[config.mk]
export PLATFORM = sky130hd
export DESIGN_NAME = pgtbl_xlate
export DESIGN_NICKNAME = d
export VERILOG_FILES = /design/src/rtl/pgx_pkg.sv /design/src/rtl/pgx_va_split.sv /design/src/rtl/pgx_table.sv /design/src/rtl/pgx_resp.sv /design/src/rtl/pgtbl_xlate.sv
export SDC_FILE = /design/constraint.sdc
export NUM_CORES = 1
export LEC_CHECK = 0
export ABC_AREA = 1
export BUFFER_PORTS_ARGS = -buffer_cell sky130_fd_sc_hd__buf_4
export CORE_UTILIZATION = 35
export CTS_CLUSTER_SIZE = 25
export DETAILED_ROUTE_END_ITERATION = 8
export HOLD_SLACK_MARGIN = 0.15
export PLACE_DENSITY = 0.52
export SYNTH_ARGS = -nofsm -noshare
export SYNTH_HDL_FRONTEND = slang
export SYNTH_SLANG_ARGS = --single-unit
export TNS_END_PERCENT = 20
[constraint.sdc]
create_clock -name clk -period 2.6 [get_ports clk]
set_input_delay 0.13 -clock clk [delete_from_list [all_inputs] [get_ports clk]]
set_output_delay 0.13 -clock clk [all_outputs]
set_load 0.02 [all_outputs]
[src/rtl/pgx_pkg.sv]
package pgx_pkg;

   // Outcome of a single lookup, decided in the request cycle.
   typedef enum logic [1:0] {
      PGX_HIT        = 2'd0,
      PGX_NOT_MAPPED = 2'd1,
      PGX_OUT_RANGE  = 2'd2
   } pgx_cause_e;

endpackage

[src/rtl/pgx_va_split.sv]
module pgx_va_split #(
   parameter int VA_W  = 32,
   parameter int OFS_W = 12,
   parameter int IDX_W = 4
) (
   input  logic [VA_W-1:0]  va,
   output logic [OFS_W-1:0] ofs,
   output logic [IDX_W-1:0] idx,
   output logic             in_range
);

   localparam int HI_LSB = OFS_W + IDX_W;

   assign ofs = va[OFS_W-1:0];
   assign idx = va[OFS_W +: IDX_W];

   generate
      if (HI_LSB < VA_W) begin : g_hi_check
         // Page-number bits above the table index must be zero.
         assign in_range = ~(|va[VA_W-1:HI_LSB]);
      end else begin : g_hi_none
         assign in_range = 1'b1;
      end
   endgenerate

endmodule

[src/rtl/pgx_table.sv]
module pgx_table #(
   parameter int PROG_N  = 4,
   parameter int IDX_N   = 16,
   parameter int FRAME_W = 8,
   localparam int PID_W  = (PROG_N > 1) ? $clog2(PROG_N) : 1,
   localparam int IDX_W  = (IDX_N > 1) ? $clog2(IDX_N) : 1
) (
   input  logic               clk,
   input  logic               rst_n,
   // lookup
   input  logic [PID_W-1:0]   rd_pid,
   input  logic [IDX_W-1:0]   rd_idx,
   output logic               rd_valid,
   output logic               rd_dirty,
   output logic [FRAME_W-1:0] rd_frame,
   // hardware dirty set
   input  logic               set_en,
   input  logic [PID_W-1:0]   set_pid,
   input  logic [IDX_W-1:0]   set_idx,
   // full-entry write
   input  logic               upd_en,
   input  logic [PID_W-1:0]   upd_pid,
   input  logic [IDX_W-1:0]   upd_idx,
   input  logic               upd_valid,
   input  logic               upd_dirty,
   input  logic [FRAME_W-1:0] upd_frame
);

   logic [PROG_N-1:0]  prog_valid;
   logic [PROG_N-1:0]  prog_dirty;
   logic [FRAME_W-1:0] prog_frame [PROG_N];

   generate
      for (genvar p = 0; p < PROG_N; p++) begin : g_prog
         logic [IDX_N-1:0]   valid_q;
         logic [IDX_N-1:0]   dirty_q;
         logic [FRAME_W-1:0] frame_q [IDX_N];
         logic               upd_here;
         logic               set_here;

         assign upd_here = upd_en && (upd_pid == PID_W'(p));
         assign set_here = set_en && (set_pid == PID_W'(p));

         always_ff @(posedge clk or negedge rst_n) begin
            if (!rst_n) begin
               valid_q <= '0;
               dirty_q <= '0;
               for (int i = 0; i < IDX_N; i++) frame_q[i] <= '0;
            end else begin
               for (int i = 0; i < IDX_N; i++) begin
                  // A full-entry write outranks the hardware dirty set.
                  if (upd_here && (upd_idx == IDX_W'(i))) begin
                     valid_q[i] <= upd_valid;
                     dirty_q[i] <= upd_dirty;
                     frame_q[i] <= upd_frame;
                  end else if (set_here && (set_idx == IDX_W'(i))) begin
                     dirty_q[i] <= 1'b1;
                  end
               end
            end
         end

         assign prog_valid[p] = valid_q[rd_idx];
         assign prog_dirty[p] = dirty_q[rd_idx];
         assign prog_frame[p] = frame_q[rd_idx];
      end
   endgenerate

   // Program select; an identifier with no table reads as invalid.
   always_comb begin
      rd_valid = 1'b0;
      rd_dirty = 1'b0;
      rd_frame = '0;
      for (int p = 0; p < PROG_N; p++) begin
         if (rd_pid == PID_W'(p)) begin
            rd_valid = prog_valid[p];
            rd_dirty = prog_dirty[p];
            rd_frame = prog_frame[p];
         end
      end
   end

endmodule

[src/rtl/pgx_resp.sv]
module pgx_resp
   import pgx_pkg::*;
#(
   parameter int FRAME_W = 8,
   parameter int OFS_W   = 12,
   localparam int PA_W   = FRAME_W + OFS_W
) (
   input  logic               clk,
   input  logic               rst_n,
   input  logic               req_vld,
   input  pgx_cause_e         cause,
   input  logic [FRAME_W-1:0] frame,
   input  logic [OFS_W-1:0]   ofs,
   input  logic               dirty_after,
   output logic               rsp_done,
   output logic               rsp_fault,
   output logic [PA_W-1:0]    rsp_pa,
   output logic               rsp_dirty
);

   logic            fault_d;
   logic [PA_W-1:0] pa_d;
   logic            dirty_d;

   always_comb begin
      fault_d = 1'b0;
      pa_d    = '0;
      dirty_d = 1'b0;
      if (req_vld) begin
         unique case (cause)
            PGX_HIT: begin
               pa_d    = {frame, ofs};
               dirty_d = dirty_after;
            end
            PGX_NOT_MAPPED,
            PGX_OUT_RANGE: fault_d = 1'b1;
            default:       fault_d = 1'b1;
         endcase
      end
   end

   always_ff @(posedge clk or negedge rst_n) begin
      if (!rst_n) begin
         rsp_done  <= 1'b0;
         rsp_fault <= 1'b0;
         rsp_pa    <= '0;
         rsp_dirty <= 1'b0;
      end else begin
         rsp_done  <= req_vld;
         rsp_fault <= fault_d;
         rsp_pa    <= pa_d;
         rsp_dirty <= dirty_d;
      end
   end

endmodule

[src/rtl/pgtbl_xlate.sv]
module pgtbl_xlate
   import pgx_pkg::*;
#(
   parameter int VA_W    = 32,
   parameter int OFS_W   = 12,
   parameter int PROG_N  = 4,
   parameter int IDX_N   = 16,
   parameter int FRAME_W = 8,
   localparam int PID_W  = (PROG_N > 1) ? $clog2(PROG_N) : 1,
   localparam int IDX_W  = (IDX_N > 1) ? $clog2(IDX_N) : 1,
   localparam int PA_W   = FRAME_W + OFS_W
) (
   input  logic               clk,
   input  logic               rst_n,
   input  logic               req_vld,
   input  logic [PID_W-1:0]   req_pid,
   input  logic [VA_W-1:0]    req_va,
   input  logic               req_wr,
   input  logic               upd_en,
   input  logic [PID_W-1:0]   upd_pid,
   input  logic [IDX_W-1:0]   upd_idx,
   input  logic               upd_valid,
   input  logic               upd_dirty,
   input  logic [FRAME_W-1:0] upd_frame,
   output logic               rsp_done,
   output logic               rsp_fault,
   output logic [PA_W-1:0]    rsp_pa,
   output logic               rsp_dirty
);

   // Elaboration-time parameter checks.
   generate
      if (OFS_W < 1 || OFS_W + IDX_W > VA_W) begin : g_bad_split
         $error("pgtbl_xlate: offset plus index width exceeds the address");
      end
      if (PROG_N < 1 || IDX_N < 2) begin : g_bad_count
         $error("pgtbl_xlate: need at least one program and two entries");
      end
      if ((1 << IDX_W) != IDX_N) begin : g_bad_depth
         $error("pgtbl_xlate: table depth must be a power of two");
      end
      if (FRAME_W < 1) begin : g_bad_frame
         $error("pgtbl_xlate: frame width must be positive");
      end
   endgenerate

   logic [OFS_W-1:0]   va_ofs;
   logic [IDX_W-1:0]   va_idx;
   logic               va_in_range;
   logic               ent_valid;
   logic               ent_dirty;
   logic [FRAME_W-1:0] ent_frame;
   pgx_cause_e         cause;
   logic               wr_hit;

   pgx_va_split #(
      .VA_W  (VA_W),
      .OFS_W (OFS_W),
      .IDX_W (IDX_W)
   ) u_split (
      .va       (req_va),
      .ofs      (va_ofs),
      .idx      (va_idx),
      .in_range (va_in_range)
   );

   always_comb begin
      if (!va_in_range)    cause = PGX_OUT_RANGE;
      else if (!ent_valid) cause = PGX_NOT_MAPPED;
      else                 cause = PGX_HIT;
   end

   assign wr_hit = req_vld && req_wr && (cause == PGX_HIT);

   pgx_table #(
      .PROG_N  (PROG_N),
      .IDX_N   (IDX_N),
      .FRAME_W (FRAME_W)
   ) u_table (
      .clk       (clk),
      .rst_n     (rst_n),
      .rd_pid    (req_pid),
      .rd_idx    (va_idx),
      .rd_valid  (ent_valid),
      .rd_dirty  (ent_dirty),
      .rd_frame  (ent_frame),
      .set_en    (wr_hit),
      .set_pid   (req_pid),
      .set_idx   (va_idx),
      .upd_en    (upd_en),
      .upd_pid   (upd_pid),
      .upd_idx   (upd_idx),
      .upd_valid (upd_valid),
      .upd_dirty (upd_dirty),
      .upd_frame (upd_frame)
   );

   pgx_resp #(
      .FRAME_W (FRAME_W),
      .OFS_W   (OFS_W)
   ) u_resp (
      .clk         (clk),
      .rst_n       (rst_n),
      .req_vld     (req_vld),
      .cause       (cause),
      .frame       (ent_frame),
      .ofs         (va_ofs),
      .dirty_after (ent_dirty | req_wr),
      .rsp_done    (rsp_done),
      .rsp_fault   (rsp_fault),
      .rsp_pa      (rsp_pa),
      .rsp_dirty   (rsp_dirty)
   );

endmodule

# ---- Word level (Yosys, flattened, before mapping)
# Cells that the tools add are included.
dict set report classes {
  n_lt_le_gt_ge 2
  n_eq_ne 36
  n_mux 176
  bitwise_logic 2
  n_reduce_logical 208
}
# op n
set op_table {}
lappend op_table {{$mux 1} 149}
lappend op_table {{$logic_and 1x1->1} 138}
lappend op_table {{$bmux 8 s4} 4}
lappend op_table {{$reduce_bool 2->1} 64}
lappend op_table {{$mux 8} 12}
lappend op_table {{$eq 4x4->1 const B} 16}
lappend op_table {{$mux 20} 2}
lappend op_table {{$bmux 1 s4} 8}
lappend op_table {{$eq 4x3->1 const B} 8}
lappend op_table {{$eq 4x2->1 const B} 4}
lappend op_table {{$reduce_or 16->1} 1}
lappend op_table {{$eq 2x2->1 const B} 4}
lappend op_table {{$eq 4x1->1 const B} 2}
lappend op_table {{$logic_not 4->1} 2}
lappend op_table {{$logic_not 2->1} 3}
lappend op_table {{$ge 5x5->1 const B} 1}
lappend op_table {{$lt 4x5->1 const B} 1}
lappend op_table {{$not 4->5} 1}
lappend op_table {{$eq 2x1->1 const B} 2}
lappend op_table {{$mux 2} 1}
lappend op_table {{$or 1x1->1} 1}
dict set report totals {
  ff_bits 663
  elab_cells 620
}

# ---- Longest topological paths before layout
# Gate-level depths: netlist (run 1).
dict set report logic_depth {
  ltp_word 14
  mapped_depth 18
}

# ---- Hierarchy
# A second synthesis (run 1) with hierarchy kept.
dict set report hier_totals {
  cells_unflattened 4279
  hier_area_um2 31909.4
}
# mod n_inst cells_per_inst area_each_um2
set modules_own_cells {}
lappend modules_own_cells {pgx_table 1 4155 30862.1}
lappend modules_own_cells {pgx_resp 1 75 798.3}
lappend modules_own_cells {pgx_va_split 1 43 224.0}
lappend modules_own_cells {pgtbl_xlate 1 6 25.0}

# ---- Least setup slack after synthesis (run 1)
# Ideal clock, no wire load.
dict set report synth_timing {
  path_kind {input to register}
  startpoint {in req_va[12]}
  endpoint {reg u_table.g_prog[0].dirty_q[0]}
  setup_time_ns 0.077
  t_arrival_ns 1.645
  required_ns 2.523
  path_slack_ns 0.878
  cell_stages 16
  n_path_buf 3
  cell_sequence {buf_6 > inv_6 > buf_4 > nor2_1 > o21bai_1 > nand2_1 > nand2_1 > nand3_1 > nor2_1 > nor2_1 > nand2_1 > nand3_4 > nor2_8 > buf_6 > nand3_1 > a21oi_1}
}
dict set report synth_via {
  elab_chain_len 13
  word_cells_on_any_way 20
  cone_classes {mux (14); reduce/logical (6)}
}
# item line_no
set synth_lines {}
lappend synth_lines {{from (decl)} pgtbl_xlate.sv:17} ;# input logic [VA_W-1:0] req_va,
lappend synth_lines {{$bmux 1 s4} pgx_table.sv:63} ;# assign prog_valid[p] = valid_q[rd_idx];
lappend synth_lines {{$mux 1 (implied by the code)} pgx_table.sv:63}
lappend synth_lines {{$mux 1 (4 in a row)} pgx_table.sv:75} ;# if (rd_pid == PID_W'(p)) begin
lappend synth_lines {{$mux 1} pgtbl_xlate.sv:69} ;# else if (!ent_valid) cause = PGX_NOT_MAPPED;
lappend synth_lines {{$mux 2} pgtbl_xlate.sv:68} ;# if (!va_in_range) cause = PGX_OUT_RANGE;
lappend synth_lines {{$logic_not 2->1} pgtbl_xlate.sv:73} ;# assign wr_hit = req_vld && req_wr && (cause == PGX_HIT);
lappend synth_lines {{$logic_and 1x1->1} pgtbl_xlate.sv:73}
lappend synth_lines {{$logic_and 1x1->1} pgx_table.sv:42} ;# assign set_here = set_en && (set_pid == PID_W'(p));
lappend synth_lines {{$logic_and 1x1->1 (*)} pgx_table.sv:56} ;# end else if (set_here && (set_idx == IDX_W'(i))) begin
lappend synth_lines {{$reduce_bool 2->1 (no source line) (*)} --}
lappend synth_lines {{to (signal, indexed assignment)} pgx_table.sv:54} ;# dirty_q[i] <= upd_dirty;
lappend synth_lines {{to (decl)} pgx_table.sv:36} ;# logic [IDX_N-1:0] dirty_q;
# Every way passes the cells marked *; elsewhere a longest branch is shown, timed or not. The select of a mux whose other input is x is not followed.
# A chain may end at the register's enable or synchronous reset.

# ---- Final worst setup path (run 1)
dict set report layout_timing {
  startpoint {reg u_table.g_prog[0].valid_q[7]}
  endpoint {reg u_table.g_prog[0].dirty_q[1]}
}
dict set report layout_via {
  elab_chain_len 13
}
# item line_no
set layout_lines {}
lappend layout_lines {{from (decl)} pgx_table.sv:35} ;# logic [IDX_N-1:0] valid_q;
lappend layout_lines {{from (signal, indexed assignment)} pgx_table.sv:53} ;# valid_q[i] <= upd_valid;
lappend layout_lines {{$bmux 1 s4} pgx_table.sv:63}
lappend layout_lines {{$mux 1 (implied by the code)} pgx_table.sv:63}
lappend layout_lines {{$mux 1 (4 in a row)} pgx_table.sv:75}
lappend layout_lines {{$mux 1} pgtbl_xlate.sv:69}
lappend layout_lines {{$mux 2} pgtbl_xlate.sv:68}
lappend layout_lines {{$logic_not 2->1} pgtbl_xlate.sv:73}
lappend layout_lines {{$logic_and 1x1->1} pgtbl_xlate.sv:73}
lappend layout_lines {{$logic_and 1x1->1} pgx_table.sv:42}
lappend layout_lines {{$logic_and 1x1->1} pgx_table.sv:56}
lappend layout_lines {{$reduce_bool 2->1 (no source line)} --}
# No other way between the ends. The select of a mux whose other input is x is not followed.

==> impl_metrics.env, run 1 <==
export IMPL_clock_skew_ns=0.0190
export IMPL_area_growth_syn_to_layout_pct=18.3
export IMPL_worst_endpoint_required_ns=3.17
export IMPL_postSynthRegisterBits=663
export IMPL_worst_path_max_delay_cell="sky130_fd_sc_hd__dlygate4sd3_1"
export IMPL_worst_endpoint_arrival_ns=2.91
export IMPL_most_common_layout_cells="sky130_fd_sc_hd__nand2_1 (773), sky130_fd_sc_hd__o21ai_0 (682), sky130_fd_sc_hd__dfrtp_1 (663)"
export IMPL_path_max_fanout=13
export IMPL_finalSetupTns_ns=0
export IMPL_timing_critical_path_cells="nand2_1 > nand2_1 > nand2_1 > nand2_1 > nand2_1 > nand2_1 > nor2_1 > nor2_1 > nor2_1 > nand2_1 > nand3_4 > nor2_8 > nand3_1 > a21oi_1 > dlygate4sd3_1"
export IMPL_groute_layer_met1_usage=0.365
export IMPL_clkSinkCount=663
export IMPL_cts_root_buf="sky130_fd_sc_hd__clkbuf_16"
export IMPL_finalCritPeriodShare=0.902
export IMPL_max_cap_violations=0
export IMPL_clock_buffer_depth=3
export IMPL_number_of_violations_reported_at_the_end_of_detailed_routing_iteration_0=2765
export IMPL_crit_path_start="u_table.g_prog[0].valid_q[7]"
export IMPL_reg2reg_slack_ns=0.25
export IMPL_p_leak_nw=15.4
export IMPL_cp_num_cells=15
export IMPL_max_vdd_ir_drop_v=0.000461
export IMPL_critPathTopFamily="simple AND/OR/NAND/NOR gates"
export IMPL_rr_endpoint="u_table.g_prog[0].dirty_q[1]"
export IMPL_report_final_slew_viol_count=0
export IMPL_top_level_ports=78
export IMPL_timing_hold_worst_start="req_pid[1]"
export IMPL_globalRouteTotalUtil=0.242
export IMPL_post_synthesis_area_per_instance_sq_um=8.59
export IMPL_number_of_post_cts_setup_repair_buffers=0
export IMPL_critical_path_max_stage_delay_ns=0.55
export IMPL_dr_total_vias=24600
export IMPL_rr_startpoint="u_table.g_prog[0].valid_q[7]"
export IMPL_hold_depth=6
export IMPL_clkSlewWorstSetupHoldPaths_ns=0.06
export IMPL_floorplan_die_width_um=289
export IMPL_layout_cells_most_common="sky130_fd_sc_hd__nand2_1"
export IMPL_grt_pass1_vias=23300
export IMPL_cts_buffers=75
export IMPL_crit_buf_inv=1
export IMPL_ys_warns=0
export IMPL_h_tree_depth=3
export IMPL_ys_types=36
export IMPL_grt_overflow=0
export IMPL_post_route_cells_drive_above_1_share=0.110
export IMPL_synthesis_area_sq_mm=0.0289
export IMPL_routed_wire_length_per_instance_um=21.9
export IMPL_row_count=104
export IMPL_finish_cell_count_without_fillers=4578
export IMPL_place_inst=4418
export IMPL_outcome="completed"
export IMPL_antenna_violations_before_repair=2
export IMPL_fillers=8183
export IMPL_syn_nets=3415
export IMPL_wl_mm=100
export IMPL_wire_length_of_the_first_global_routing_pass_mm=153
export IMPL_detailed_place_hpwl_mm=65.7
export IMPL_worst_pin_slew_ns=0.813
export IMPL_drt_pass1_iter_count=5
export IMPL_synthesis_instances=3360
export IMPL_count_of_port_buffers_added_during_placement=77
export IMPL_startpoint_type="flip-flop"
export IMPL_pin_count_of_the_biggest_net_entering_global_routing=87
export IMPL_diodes=0
export IMPL_top_cell_by_count_worst_path="sky130_fd_sc_hd__nand2_1"
export IMPL_power_per_cell_area_mw_per_mm2=780
export IMPL_r2r_cells=15
export IMPL_drt_vias_per_instance=5.37
export IMPL_rsz0062_at_grt="no"
export IMPL_fp_dieH_um=289
export IMPL_grt_util_met2=0.359
export IMPL_finalSetupViolCount=0
export IMPL_worst_hold_path_type="in -> reg"
export IMPL_grt_util_met3=0.0420
export IMPL_routabilityCongestion=0.887
export IMPL_core_region_area_sq_mm=0.0811
export IMPL_worst_slew_margin_rel=0.458
export IMPL_floorplan_initialDensity=0.356
export IMPL_clock_insertion_delay_worst_skew_ns=0.63
export IMPL_worstHoldEndpoint="u_resp.rsp_pa[16]"
export IMPL_critPathCaptureType="flip-flop"
export IMPL_area_enclosed_by_the_die_boundary_sq_mm=0.0837
export IMPL_timing_setup_critical_path_class="reg -> reg"
export IMPL_gr_busiest_metal="met1"
export IMPL_post_route_drc_count=0
export IMPL_drtAntennaViolNets=0
export IMPL_yosysSeqAreaShare=0.575
export IMPL_max_clock_freq_ghz=0.426
export IMPL_final_net_count=3518
export IMPL_finalWorstPathRequiredPeriod_ns=2.35
export IMPL_tritoncts="built"
export IMPL_hold_viol_final=0
stage by stage:
step | instance area [sq um] | hold WS [ns] | power (mW) | setup WS, ns | utilization
3_3_place_gp | 31300 | 0.151 | 15.7 | 0.172 | 0.387
2_1_floorplan | 28900 | -0.166 | 14.4 | 0.878 | -
6_report | 34200 | 0.222 | 26.7 | 0.254 | 0.422
5_1_grt | 34200 | 0.179 | 27.8 | 0.103 | 0.422
4_1_cts | 34200 | 0.170 | 26.9 | 0.247 | 0.422
3_5_place_dp | 31300 | 0.148 | 15.8 | 0.131 | 0.387
how the worst max path moves through the flow:
stage	end	slack [ns]
global placement	u_resp.rsp_pa[17]	0.17
CTS	u_table.g_prog[0].dirty_q[1]	0.25
floorplan	u_table.g_prog[0].dirty_q[0]	0.88
finish	u_table.g_prog[0].dirty_q[1]	0.25
detailed placement	u_resp.rsp_pa[17]	0.13
global route	u_table.g_prog[0].dirty_q[1]	0.10
tightest hold or removal path: stages:
cell and delay [ns]:
sky130_fd_sc_hd__buf_4 0.19, sky130_fd_sc_hd__inv_1 0.13, sky130_fd_sc_hd__o211ai_1 0.10, sky130_fd_sc_hd__buf_4 0.15, sky130_fd_sc_hd__nand2_1 0.05, sky130_fd_sc_hd__nor2_1 0.03
power by group:
part	internal, mW	total [mW]	switching [mW]
logic	1.24	3.20	1.95
clock network	6.55	11.0	4.45
registers	11.7	12.5	0.773
total	19.5	26.7	7.18
cell usage after synthesis, drive strengths merged:
cell,instances,share of area
a221oi,3,0.00091
nor2,316,0.042
a22oi,45,0.012
clkinv,53,0.0069
buf,53,0.011
inv,93,0.012
o21ai,683,0.12
a31oi,23,0.0050
nor4,4,0.00087
a21oi,77,0.013
nand3,148,0.026
o211ai,2,0.00052
o21bai,1,0.00026
nand2,777,0.10
or2,7,0.0015
o221ai,1,0.00030
nand4,18,0.0039
dfrtp,663,0.57
and3,3,0.00065
clkbuf,185,0.024
a41oi,5,0.0015
o22ai,191,0.041
nor3,8,0.0014
o31ai,1,0.00026
cells by family (layout without fill, tap and decap cells):
group	Yosys count	after routing	synth area share
DFF	663	663	0.575
AOI/OAI and AO/OA	1032	1032	0.194
buffers and inverters	384	542	0.0539
and+or+nand+nor	1281	1281	0.178
what timing repair did:
item                      CTS  global route
hold buffers               28             0
hold endpoints to repair  970             0
gates resized for setup     0             0
flip-flops by register name, summed over array words and instances, names as in the netlist:
register and count:
u_resp.rsp_pa 20, u_resp.rsp_fault 1, u_table.g_prog.valid_q 64, u_table.g_prog.frame_q 512
u_table.g_prog.dirty_q 64, u_resp.rsp_dirty 1, u_resp.rsp_done 1
per-layer routing:
| layer | wire, um | part of all wire | vias to the layer above |
|---|---|---|---|
| met5 | 0 | 0 | - |
| met4 | 2250 | 0.022 | 0 |
| met3 | 6260 | 0.062 | 148 |
| met2 | 44000 | 0.44 | 792 |
| met1 | 47900 | 0.48 | 12100 |
| li1 | - | - | 11600 |
area by class of cell:
cell class	instances	area, sq um	share of cell area
sequential	663	16600	0.486
multi-input combinational	2313	10800	0.315
timing repair buffer	264	2400	0.0703
clock buffer	109	2230	0.0652
tap	1060	1330	0.0388
inverter	146	556	0.0163
clock inverter	23	298	0.00871
No activity file was read; power rests on OpenSTA's default activity.
==> run 2, diff against run 1 <==
--- a/config.mk
+++ b/config.mk
@@ -8,6 +8,7 @@
 export ABC_AREA = 1
 export BUFFER_PORTS_ARGS = -buffer_cell sky130_fd_sc_hd__buf_4
 export CORE_UTILIZATION = 35
+export CTS_BUF_LIST = sky130_fd_sc_hd__clkbuf_2 sky130_fd_sc_hd__clkbuf_4 sky130_fd_sc_hd__clkbuf_8
 export CTS_CLUSTER_SIZE = 25
 export DETAILED_ROUTE_END_ITERATION = 8
 export HOLD_SLACK_MARGIN = 0.15
==> run 2 against run 1 <==
Compared with the run above:
- sequential power is essentially flat
- global-route usage up 0.27 points
- count of clock-buffer cells in the layout grew 81
- register-to-register slack worse by 0.14 ns
- critical endpoint is now u_resp.rsp_pa[1]
- highest routed layer unchanged
- clock skew increased by 0.010 ns
- routed wire length is 1.2% higher
- non-clock buffer count increased by 28
- first-iteration DRC count down 5.0%
- via count grew 1.6%
- sequential share of layout area down 0.39 points
- core utilization increased by 0.34 points
- flip-flop and latch count stayed put
==> impl_metrics.env, run 2 (same netlist as run 1, synthesis figures left out) <==
export IMPL_max_cap_violations=0
export IMPL_worst_pin_slew_ns=0.823
export IMPL_core_region_area_sq_mm=0.0811
export IMPL_timing_setup_critical_path_class="reg -> reg"
export IMPL_detailed_place_hpwl_mm=65.7
export IMPL_max_clock_freq_ghz=0.403
export IMPL_power_frac_comb=0.124
export IMPL_max_vdd_ir_drop_v=0.000456
export IMPL_total_power_mw=26.1
export IMPL_count_of_port_buffers_added_during_placement=77
export IMPL_drtAntennaViolNets=0
export IMPL_grt_pass1_vias=24000
export IMPL_crit_buf_inv=2
export IMPL_top_level_ports=78
export IMPL_p_leak_nw=15.7
export IMPL_post_route_cells_drive_above_1_share=0.131
export IMPL_p_int_mw=18.9
export IMPL_worst_endpoint_arrival_ns=3.08
export IMPL_worst_path_max_delay_cell="sky130_fd_sc_hd__dlygate4sd3_1"
export IMPL_row_count=104
export IMPL_floorplan_initialDensity=0.356
export IMPL_antenna_violations_before_repair=1
export IMPL_finalWorstPathRequiredPeriod_ns=2.48
export IMPL_rsz0062_at_grt="no"
export IMPL_critPathTopFamily="simple AND/OR/NAND/NOR gates"
export IMPL_power_sequential_fraction=0.479
export IMPL_final_net_count=3586
export IMPL_tritoncts="built"
export IMPL_report_final_slew_viol_count=0
export IMPL_cts_root_buf="sky130_fd_sc_hd__clkbuf_8"
export IMPL_top_cell_by_count_worst_path="sky130_fd_sc_hd__nand2_1"
export IMPL_leading_registers_by_flop_count="u_table.g_prog.frame_q: 512 flops, u_table.g_prog.dirty_q: 64 flops, u_table.g_prog.valid_q: 64 flops"
export IMPL_largest_register_ff_count=512
export IMPL_clock_buffer_depth=3
export IMPL_clock_skew_ns=0.0290
export IMPL_clock_insertion_delay_worst_skew_ns=0.74
export IMPL_h_tree_depth=3
export IMPL_timing_critical_path_cells="nand2_1 > nand2_1 > nand2_1 > nand2_1 > nand2_1 > nand2_1 > nor2_1 > nor2_1 > nor2_1 > nand2_1 > nand3_4 > buf_6 > nor2_1 > dlygate4sd3_1"
export IMPL_power_per_cell_area_mw_per_mm2=757
export IMPL_pin_count_of_the_biggest_net_entering_global_routing=87
export IMPL_startpoint_type="flip-flop"
export IMPL_critPathCaptureType="flip-flop"
export IMPL_switch_share=0.277
export IMPL_critical_path_max_stage_delay_ns=0.57
export IMPL_most_common_layout_cells="sky130_fd_sc_hd__nand2_1 (773), sky130_fd_sc_hd__o21ai_0 (682), sky130_fd_sc_hd__dfrtp_1 (663)"
export IMPL_floorplan_die_width_um=289
export IMPL_worst_slew_margin_rel=0.452
export IMPL_wire_length_of_the_first_global_routing_pass_mm=155
export IMPL_power_net_switching_mw=7.21
export IMPL_worst_endpoint_required_ns=3.20
export IMPL_drt_pass1_iter_count=6
export IMPL_cts_buffers=115
export IMPL_finalSetupTns_ns=0
export IMPL_grt_overflow=0
export IMPL_routed_wire_length_per_instance_um=21.7
export IMPL_number_of_post_cts_setup_repair_buffers=0
export IMPL_clkSlewWorstSetupHoldPaths_ns=0.06
export IMPL_wl_mm=102
export IMPL_fp_dieH_um=289
export IMPL_routabilityCongestion=0.887
export IMPL_path_max_fanout=20
export IMPL_finalCritPeriodShare=0.955
export IMPL_post_route_drc_count=0
export IMPL_worst_hold_path_type="in -> reg"
export IMPL_clkSinkCount=663
export IMPL_number_of_violations_reported_at_the_end_of_detailed_routing_iteration_0=2626
export IMPL_area_enclosed_by_the_die_boundary_sq_mm=0.0837
export IMPL_drt_vias_per_instance=5.34
export IMPL_globalRouteTotalUtil=0.245
export IMPL_hold_viol_final=0
export IMPL_finalSetupViolCount=0
export IMPL_layout_cells_most_common="sky130_fd_sc_hd__nand2_1"
export IMPL_dr_total_vias=25000
export IMPL_registers_top_by_ff_count="u_table.g_prog.frame_q"
export IMPL_outcome="completed"
export IMPL_clkPwrFrac=0.397
export IMPL_area_growth_syn_to_layout_pct=19.3
run 2: cell types whose count changed in the layout (fill, tap and decap cells not counted), moves of 2 or more:
cell,change
sky130_fd_sc_hd__bufinv_16,-4
sky130_fd_sc_hd__clkbuf_1,-14
sky130_fd_sc_hd__clkbuf_16,-77
sky130_fd_sc_hd__clkbuf_4,+42
sky130_fd_sc_hd__clkbuf_8,+130
sky130_fd_sc_hd__clkinv_2,-6
sky130_fd_sc_hd__diode_2,+3
sky130_fd_sc_hd__dlygate4sd3_1,+27
sky130_fd_sc_hd__inv_6,-2
sky130_fd_sc_hd__inv_8,+2
run 2: stage by stage:
step | util | worst slack (ns) | instance area, sq um | std cells | hold WS, ns
global route | 0.425 | 0.0429 | 34400 | 4679 | 0.175
CTS | 0.425 | 0.0874 | 34400 | 4677 | 0.150
detailed placement | 0.387 | 0.131 | 31300 | 4418 | 0.148
global placement | 0.387 | 0.172 | 31300 | 4418 | 0.151
floorplan | - | 0.878 | 28900 | 3360 | -0.166
finish | 0.425 | 0.118 | 34400 | 4680 | 0.197
run 2: final cells by class:
type / instances / area, sq um
clock inverter: 13 / 150
tap: 1060 / 1330
antenna: 3 / 7.51
clock buffer: 190 / 2350
timing repair buffer: 292 / 2690
multi-input combinational: 2313 / 10800
inverter: 146 / 556
sequential: 663 / 16600
fill: 8178 / 46600
run 2: path summary, 6_finish.rpt:
kind,slack (ns),endpoint,from,cells after the start
max in group asynchronous,1.36,u_table.g_prog[3].frame_q[14],rst_n,4
worst min register to register,0.48,u_table.g_prog[1].frame_q[85],u_table.g_prog[1].frame_q[85],2
worst min-delay path,0.20,u_resp.rsp_pa[6],req_va[6],4
worst max register to register,0.12,u_resp.rsp_pa[1],u_table.g_prog[0].valid_q[7],14
min in group asynchronous,0.72,u_table.g_prog[0].frame_q[16],rst_n,4
worst max-delay path,0.12,u_resp.rsp_pa[1],u_table.g_prog[0].valid_q[7],14
run 2: repair_timing:
item / in CTS / in global routing
hold buffers: 56 / 0
endpoints found under the setup margin: 0 / 13
gates resized for setup: 0 / 3
hold endpoints to repair: 1072 / 0
run 2: power groups by stage:
stage          Sequential [mW]  Combinational [mW]  Clock [mW]
5_1_grt                   12.6                3.65        11.0
4_1_cts                   12.5                3.23        10.6
3_3_place_gp              12.6                3.10           0
3_5_place_dp              12.6                3.17           0
2_1_floorplan             12.4                1.95           0
6_report                  12.5                3.23        10.4
run 2: routing by layer:
layer / wire length (um) / track usage
met5: 0 / 0
met4: 2220 / 0.0626
met3: 6700 / 0.0443
met2: 44700 / 0.366
met1: 48000 / 0.363
run 2: worst reg2reg max path, cell delays in order (launching register included):
cell                            delay, ns
sky130_fd_sc_hd__dfrtp_1             0.40
sky130_fd_sc_hd__nand2_1             0.10
sky130_fd_sc_hd__nand2_1             0.06
sky130_fd_sc_hd__nand2_1             0.06
sky130_fd_sc_hd__nand2_1             0.05
sky130_fd_sc_hd__nand2_1             0.07
sky130_fd_sc_hd__nand2_1             0.05
sky130_fd_sc_hd__nor2_1              0.20
sky130_fd_sc_hd__nor2_1              0.08
sky130_fd_sc_hd__nor2_1              0.10
sky130_fd_sc_hd__nand2_1             0.13
sky130_fd_sc_hd__nand3_4             0.13
sky130_fd_sc_hd__buf_6               0.26
sky130_fd_sc_hd__nor2_1              0.08
sky130_fd_sc_hd__dlygate4sd3_1       0.57
